===== src/rtl/ctl_pkg.sv =====
package ctl_pkg;
  function automatic int unsigned cnt_width(int unsigned limit);
    return $clog2(limit + 1);
  endfunction
endpackage


===== src/rtl/ctl_sync.sv =====
module ctl_sync #(
  parameter int unsigned STAGES = 2
) (
  input  logic clk_i,
  input  logic rst_ni,
  input  logic d_i,
  output logic q_o
);
  logic [STAGES-1:0] chain_q;

  always_ff @(posedge clk_i or negedge rst_ni) begin
    if (!rst_ni) chain_q <= '0;
    else         chain_q <= {chain_q[STAGES-2:0], d_i};
  end

  assign q_o = chain_q[STAGES-1];
endmodule


===== src/rtl/ctl_len_counter.sv =====
module ctl_len_counter #(
  parameter int unsigned LIMIT = 4,
  localparam int unsigned W = ctl_pkg::cnt_width(LIMIT)
) (
  input  logic         clk_i,
  input  logic         rst_ni,
  input  logic         lvl_i,
  output logic [W-1:0] cnt_o,
  output logic [W-1:0] cnt_next_o
);
  localparam logic [W-1:0] LIM = W'(LIMIT);

  always_comb begin
    if (!lvl_i)          cnt_next_o = '0;
    else if (cnt_o == LIM) cnt_next_o = LIM;
    else                 cnt_next_o = cnt_o + 1'b1;
  end

  always_ff @(posedge clk_i or negedge rst_ni) begin
    if (!rst_ni) cnt_o <= '0;
    else         cnt_o <= cnt_next_o;
  end

  // saturating count
  p_cnt_sat_r7: assert property (@(posedge clk_i) disable iff (!rst_ni)
    cnt_o <= LIM);
  p_cnt_hold_r7: assert property (@(posedge clk_i) disable iff (!rst_ni)
    (lvl_i && cnt_o == LIM) |=> cnt_o == LIM);
endmodule


===== src/rtl/ctl_classify.sv =====
module ctl_classify #(
  parameter int unsigned LIMIT   = 4,
  parameter bit          WAKE_EN = 1'b1,
  localparam int unsigned W = ctl_pkg::cnt_width(LIMIT)
) (
  input  logic         clk_i,
  input  logic         rst_ni,
  input  logic         lvl_i,
  input  logic [W-1:0] cnt_i,
  input  logic [W-1:0] cnt_next_i,
  output logic         rst_o,
  output logic         sleep_o,
  output logic         wake_o
);
  localparam logic [W-1:0] LIM = W'(LIMIT);

  logic rst_q, sleep_q, wake_q;
  logic ended;

  assign ended = !lvl_i && (cnt_i != '0);

  always_ff @(posedge clk_i or negedge rst_ni) begin
    if (!rst_ni) begin
      rst_q   <= 1'b0;
      sleep_q <= 1'b0;
      wake_q  <= 1'b0;
    end else begin
      rst_q  <= ended && (cnt_i < LIM);
      wake_q <= ended && sleep_q;
      if (lvl_i && cnt_next_i == LIM) sleep_q <= 1'b1;
      else if (!lvl_i)                sleep_q <= 1'b0;
    end
  end

  assign rst_o   = rst_q;
  assign sleep_o = sleep_q;

  if (WAKE_EN) begin : g_wake
    assign wake_o = wake_q;
  end else begin : g_no_wake
    assign wake_o = 1'b0;
  end


  p_excl_r9: assert property (@(posedge clk_i) disable iff (!rst_ni)
    !(rst_q && sleep_q));
  // strobe lasts one cycle
  p_one_shot_r3: assert property (@(posedge clk_i) disable iff (!rst_ni)
    rst_q |=> !rst_q);
  // sleep only entered at threshold
  p_sleep_entry_r5: assert property (@(posedge clk_i) disable iff (!rst_ni)
    $rose(sleep_q) |-> cnt_i == LIM);
  // wake exactly when sleep drops
  p_wake_fall_r6: assert property (@(posedge clk_i) disable iff (!rst_ni)
    $fell(sleep_q) |-> wake_q);
  p_wake_only_r6: assert property (@(posedge clk_i) disable iff (!rst_ni)
    wake_q |-> $fell(sleep_q));
endmodule


===== src/rtl/ctl_pulse_classifier.sv =====
module ctl_pulse_classifier #(
  parameter int unsigned SYNC_STAGES = 2,
  parameter int unsigned LONG_CYCLES = 4,
  parameter bit          WAKE_EN     = 1'b1,
  localparam int unsigned CW = ctl_pkg::cnt_width(LONG_CYCLES)
) (
  input  logic clk_i,
  input  logic rst_ni,
  input  logic ctl_i,
  output logic rst_o,
  output logic sleep_o,
  output logic wake_o
);
  logic          lvl;
  logic [CW-1:0] cnt, cnt_next;

  ctl_sync #(.STAGES(SYNC_STAGES)) u_sync (
    .clk_i(clk_i), .rst_ni(rst_ni), .d_i(ctl_i), .q_o(lvl)
  );

  ctl_len_counter #(.LIMIT(LONG_CYCLES)) u_cnt (
    .clk_i(clk_i), .rst_ni(rst_ni), .lvl_i(lvl),
    .cnt_o(cnt), .cnt_next_o(cnt_next)
  );

  ctl_classify #(.LIMIT(LONG_CYCLES), .WAKE_EN(WAKE_EN)) u_cls (
    .clk_i(clk_i), .rst_ni(rst_ni), .lvl_i(lvl),
    .cnt_i(cnt), .cnt_next_i(cnt_next),
    .rst_o(rst_o), .sleep_o(sleep_o), .wake_o(wake_o)
  );

  // idle synchronised input yields no action
  p_idle_quiet_r2: assert property (@(posedge clk_i) disable iff (!rst_ni)
    (!lvl && !$past(lvl) && !$past(lvl, 2)) |-> !(rst_o || sleep_o || wake_o));
endmodule


===== config.mk =====
export PLATFORM = sky130hd
export DESIGN_NAME = ctl_pulse_classifier
export DESIGN_NICKNAME = d
export VERILOG_FILES = /design/src/rtl/ctl_pkg.sv /design/src/rtl/ctl_sync.sv /design/src/rtl/ctl_len_counter.sv /design/src/rtl/ctl_classify.sv /design/src/rtl/ctl_pulse_classifier.sv
export SDC_FILE = /design/constraint.sdc
export NUM_CORES = 1
export LEC_CHECK = 0
export ABC_AREA = 0
export CAP_MARGIN = 30
export CORE_AREA = 2 2 39 41
export CTS_BUF_LIST = sky130_fd_sc_hd__clkbuf_2
export CTS_CLUSTER_DIAMETER = 100
export DETAILED_ROUTE_END_ITERATION = 12
export DIE_AREA = 0 0 41 43
export SYNTH_ARGS = -nofsm -noshare
export SYNTH_HDL_FRONTEND = slang
export SYNTH_SLANG_ARGS = --single-unit

===== constraint.sdc =====
create_clock -name clk_i -period 1.25 [get_ports clk_i]
set_input_delay 0.125 -clock clk_i [delete_from_list [all_inputs] [get_ports clk_i]]
set_output_delay 0.125 -clock clk_i [all_outputs]
set_load 0.03 [all_outputs]

==> key figures <==
GRT
  – Vias in the first global route: 243
  – Global Route Usage Sum: 0.0851
  – Initial antenna violation count: 0
  – GRT Residual Overflow: 0
  – Largest net degree at the start of global routing: 9
  – First-pass GRT wire length: 903 microns

Clocking
  – H-Tree Depth: 1
  – Clock latency on the worst-skew pair: 240 ps
  – CTS Buffer Depth: 2
  – # hold bufs at CTS: 0
  – TritonCTS Buffers: 3
  – Clk sinks: 8
  – CTS tree: built
  – Clock slew at reported path FFs: 70 ps
  – CTS root buffer: clkbuf_2

Die
  – I/O pin cnt: 6
  – Die area: 0.00176 sq mm
  – Die height: 43 microns
  – Initial core utilization: 0.227
  – Width of the die: 41 microns
  – Core Area: 0.00138 sq mm
  – Row Count: 14

Setup path
  – Worst-case reg-to-reg path depth: 5
  – CP Launch Type: register
  – Critical Path Fanout Max: 3
  – CP endpoint kind: register
  – Type of the worst setup path: register to register
  – Worst path required time: 1380 ps
  – WP data arrival: 1320 ps

Yosys
  – Post-Syn Area: 314 sq um
  – Synth Warn #: 0
  – Area leader, netlist: dfrtp_1
  – Top cell type's share of synthesized area: 0.637
  – Post-synthesis sequential area ratio: 0.637
  – Syn nets: 28
  – Seq cells post-synth: 8
  – Syn Inst Count: 23
  – Synth area leaders: dfrtp_1 (64%), ha_1 (8.0%), inv_1 (4.8%), a31oi_2 (4.0%), and2_1 (4.0%)
  – Avg Synthesized Cell Area: 13.7 sq um
  – Synth unique cells: 11

Worst hold path
  – Min-delay worst type: input pin to async pin

Cells and area
  – NumNets Final: 39
  – Final antenna diode count: 0
  – Synth-to-layout area growth: 29.1%
  – Layout cell share with drive strength beyond 1: 0.250

STA
  – Least-Margin Pin Slew: 350 ps
  – Final setup fails: 0
  – Max Freq: 840 MHz
  – Normalized max-slew margin: 0.766
  – RSZ-0062 raised after global routing: no
  – Final Skew: 0.622 ps
  – Final Hold Fails: 0
  – Final slew viol count: 0
  – Minimum clock period: 1190 ps
  – Worst setup margin: 59.8 ps
  – Setup TNS: 0 ps
  – Tcrit/Tclk final: 0.952

Drt
  – DRC Markers: 0
  – WL met3: 42 microns
  – M1 WL: 192 microns
  – Drt wl/cell: 11.0 microns
  – Total Routed Length: 528 microns
  – Via density: 4.35
  – Initial DRC Count: 5
  – Highest Signal Layer: met4
  – Drt pass-1 iters: 2
  – Vias post-DR: 209
  – Met2 wire length: 270 microns
  – Antenna Violating Nets Remaining: 0

Placed design
  – Detail Placement HPWL: 393 microns
  – Routability Congestion: 0.653
  – Worst slack, placed: 27.1 ps
  – PortBufs: 5

Power and ir drop
  – PwrDens: 1330 mW/mm^2
  – Maximum vdd ir drop: 0.000523 V
  – Pleak: 0.214 nW

Outcome
  – Status: finished, final reports clean

Flow run
  – Number of max-cap violations: 0
[registers in the layout (all words and copies together), names as in the netlist]
register	count
u_cls.rst_o	1
u_cls.wake_o	1
u_cls.sleep_o	1
u_sync.chain_q	2
u_cnt.cnt_o	3
[cell usage after synthesis]
cell type  instances
dfrtp_1            8
a21boi_2           1
o21ai_2            1
a22o_1             1
nor3_1             1
and2_1             2
a31oi_2            1
inv_1              4
o21ai_1            1
ha_1               2
o211a_1            1
[timing repair]
action	CTS	global route
pin swaps	0	1
endpoints found under the setup margin	3	1
gates resized for setup	3	1
buffers inserted	0	1
gates cloned	0	0
[final cells by class]
type,instances,area (sq um)
clock buffers,3,15.0
fillers,146,978
inverters,4,15.0
multi-input cells,11,101
flip-flops and latches,8,200
well taps,16,20.0
repair buffers,6,53.8
[layer usage]
layer	up-vias	global-route usage
li1	94	-
met1	102	0.0762
met2	9	0.116
met3	4	0.0471
met4	0	0.100
met5	-	0
[cells in the final DEF, fill, tap and decap left out]
cell type	n
o21ai_1	1
ha_2	1
buf_4	1
dlygate4sd2_1	3
nor3_1	1
and2_1	2
clkbuf_2	3
a22o_1	1
o211a_1	1
clkdlybuf4s50_1	2
dfrtp_1	8
a21boi_2	1
inv_1	4
o21ai_2	1
ha_1	1
a31oi_2	1
[critical path, cell delays in order, from the launching register on]
cell and delay [ps]:
dfrtp_1 370, inv_1 80, ha_2 200, a21boi_2 150, o21ai_1 80, a22o_1 200
[power by group]
| group | switching (mW) | internal [mW] |
|---|---|---|
| logic | 0.0513 | 0.0400 |
| registers | 0.0151 | 0.279 |
| clock network | 0.0885 | 0.0654 |
[through the flow]
| step | hold slack (ps) | utilization | std cells | total power [mW] | cell area [sq um] |
|---|---|---|---|---|---|
| 6_report | 155 | 0.293 | 48 | 0.539 | 405 |
| 5_1_grt | 160 | 0.293 | 48 | 0.581 | 405 |
| 3_5_place_dp | 342 | 0.278 | 44 | 0.391 | 384 |
| 3_3_place_gp | 333 | 0.278 | 44 | 0.385 | 384 |
| 4_1_cts | 156 | 0.286 | 47 | 0.540 | 395 |
| 2_1_floorplan | -171 | - | 23 | 0.353 | 314 |
[kinds of logic after synthesis]
kind of cell | count (synthesis) | share of synthesized area
flops | 8 | 0.637
buf+inv | 4 | 0.0478
simple gates | 3 | 0.0558
fa+ha+maj | 2 | 0.0797
compound gates | 6 | 0.179
[path summary, 6_finish.rpt]
| check | startpoint | endpoint | slack (ps) |
|---|---|---|---|
| hold reg to reg | u_sync.chain_q[0] | u_sync.chain_q[1] | 360 |
| setup reg to reg | u_cnt.cnt_o[0] | u_cls.sleep_o | 60 |
| hold / removal | rst_ni | u_cls.wake_o | 150 |
| max in group asynchronous | rst_ni | u_cnt.cnt_o[0] | 840 |
| setup / recovery | u_cnt.cnt_o[0] | u_cls.sleep_o | 60 |
| min in group clk_i | ctl_i | u_sync.chain_q[0] | 320 |
Power figures use the tool's default switching activity.
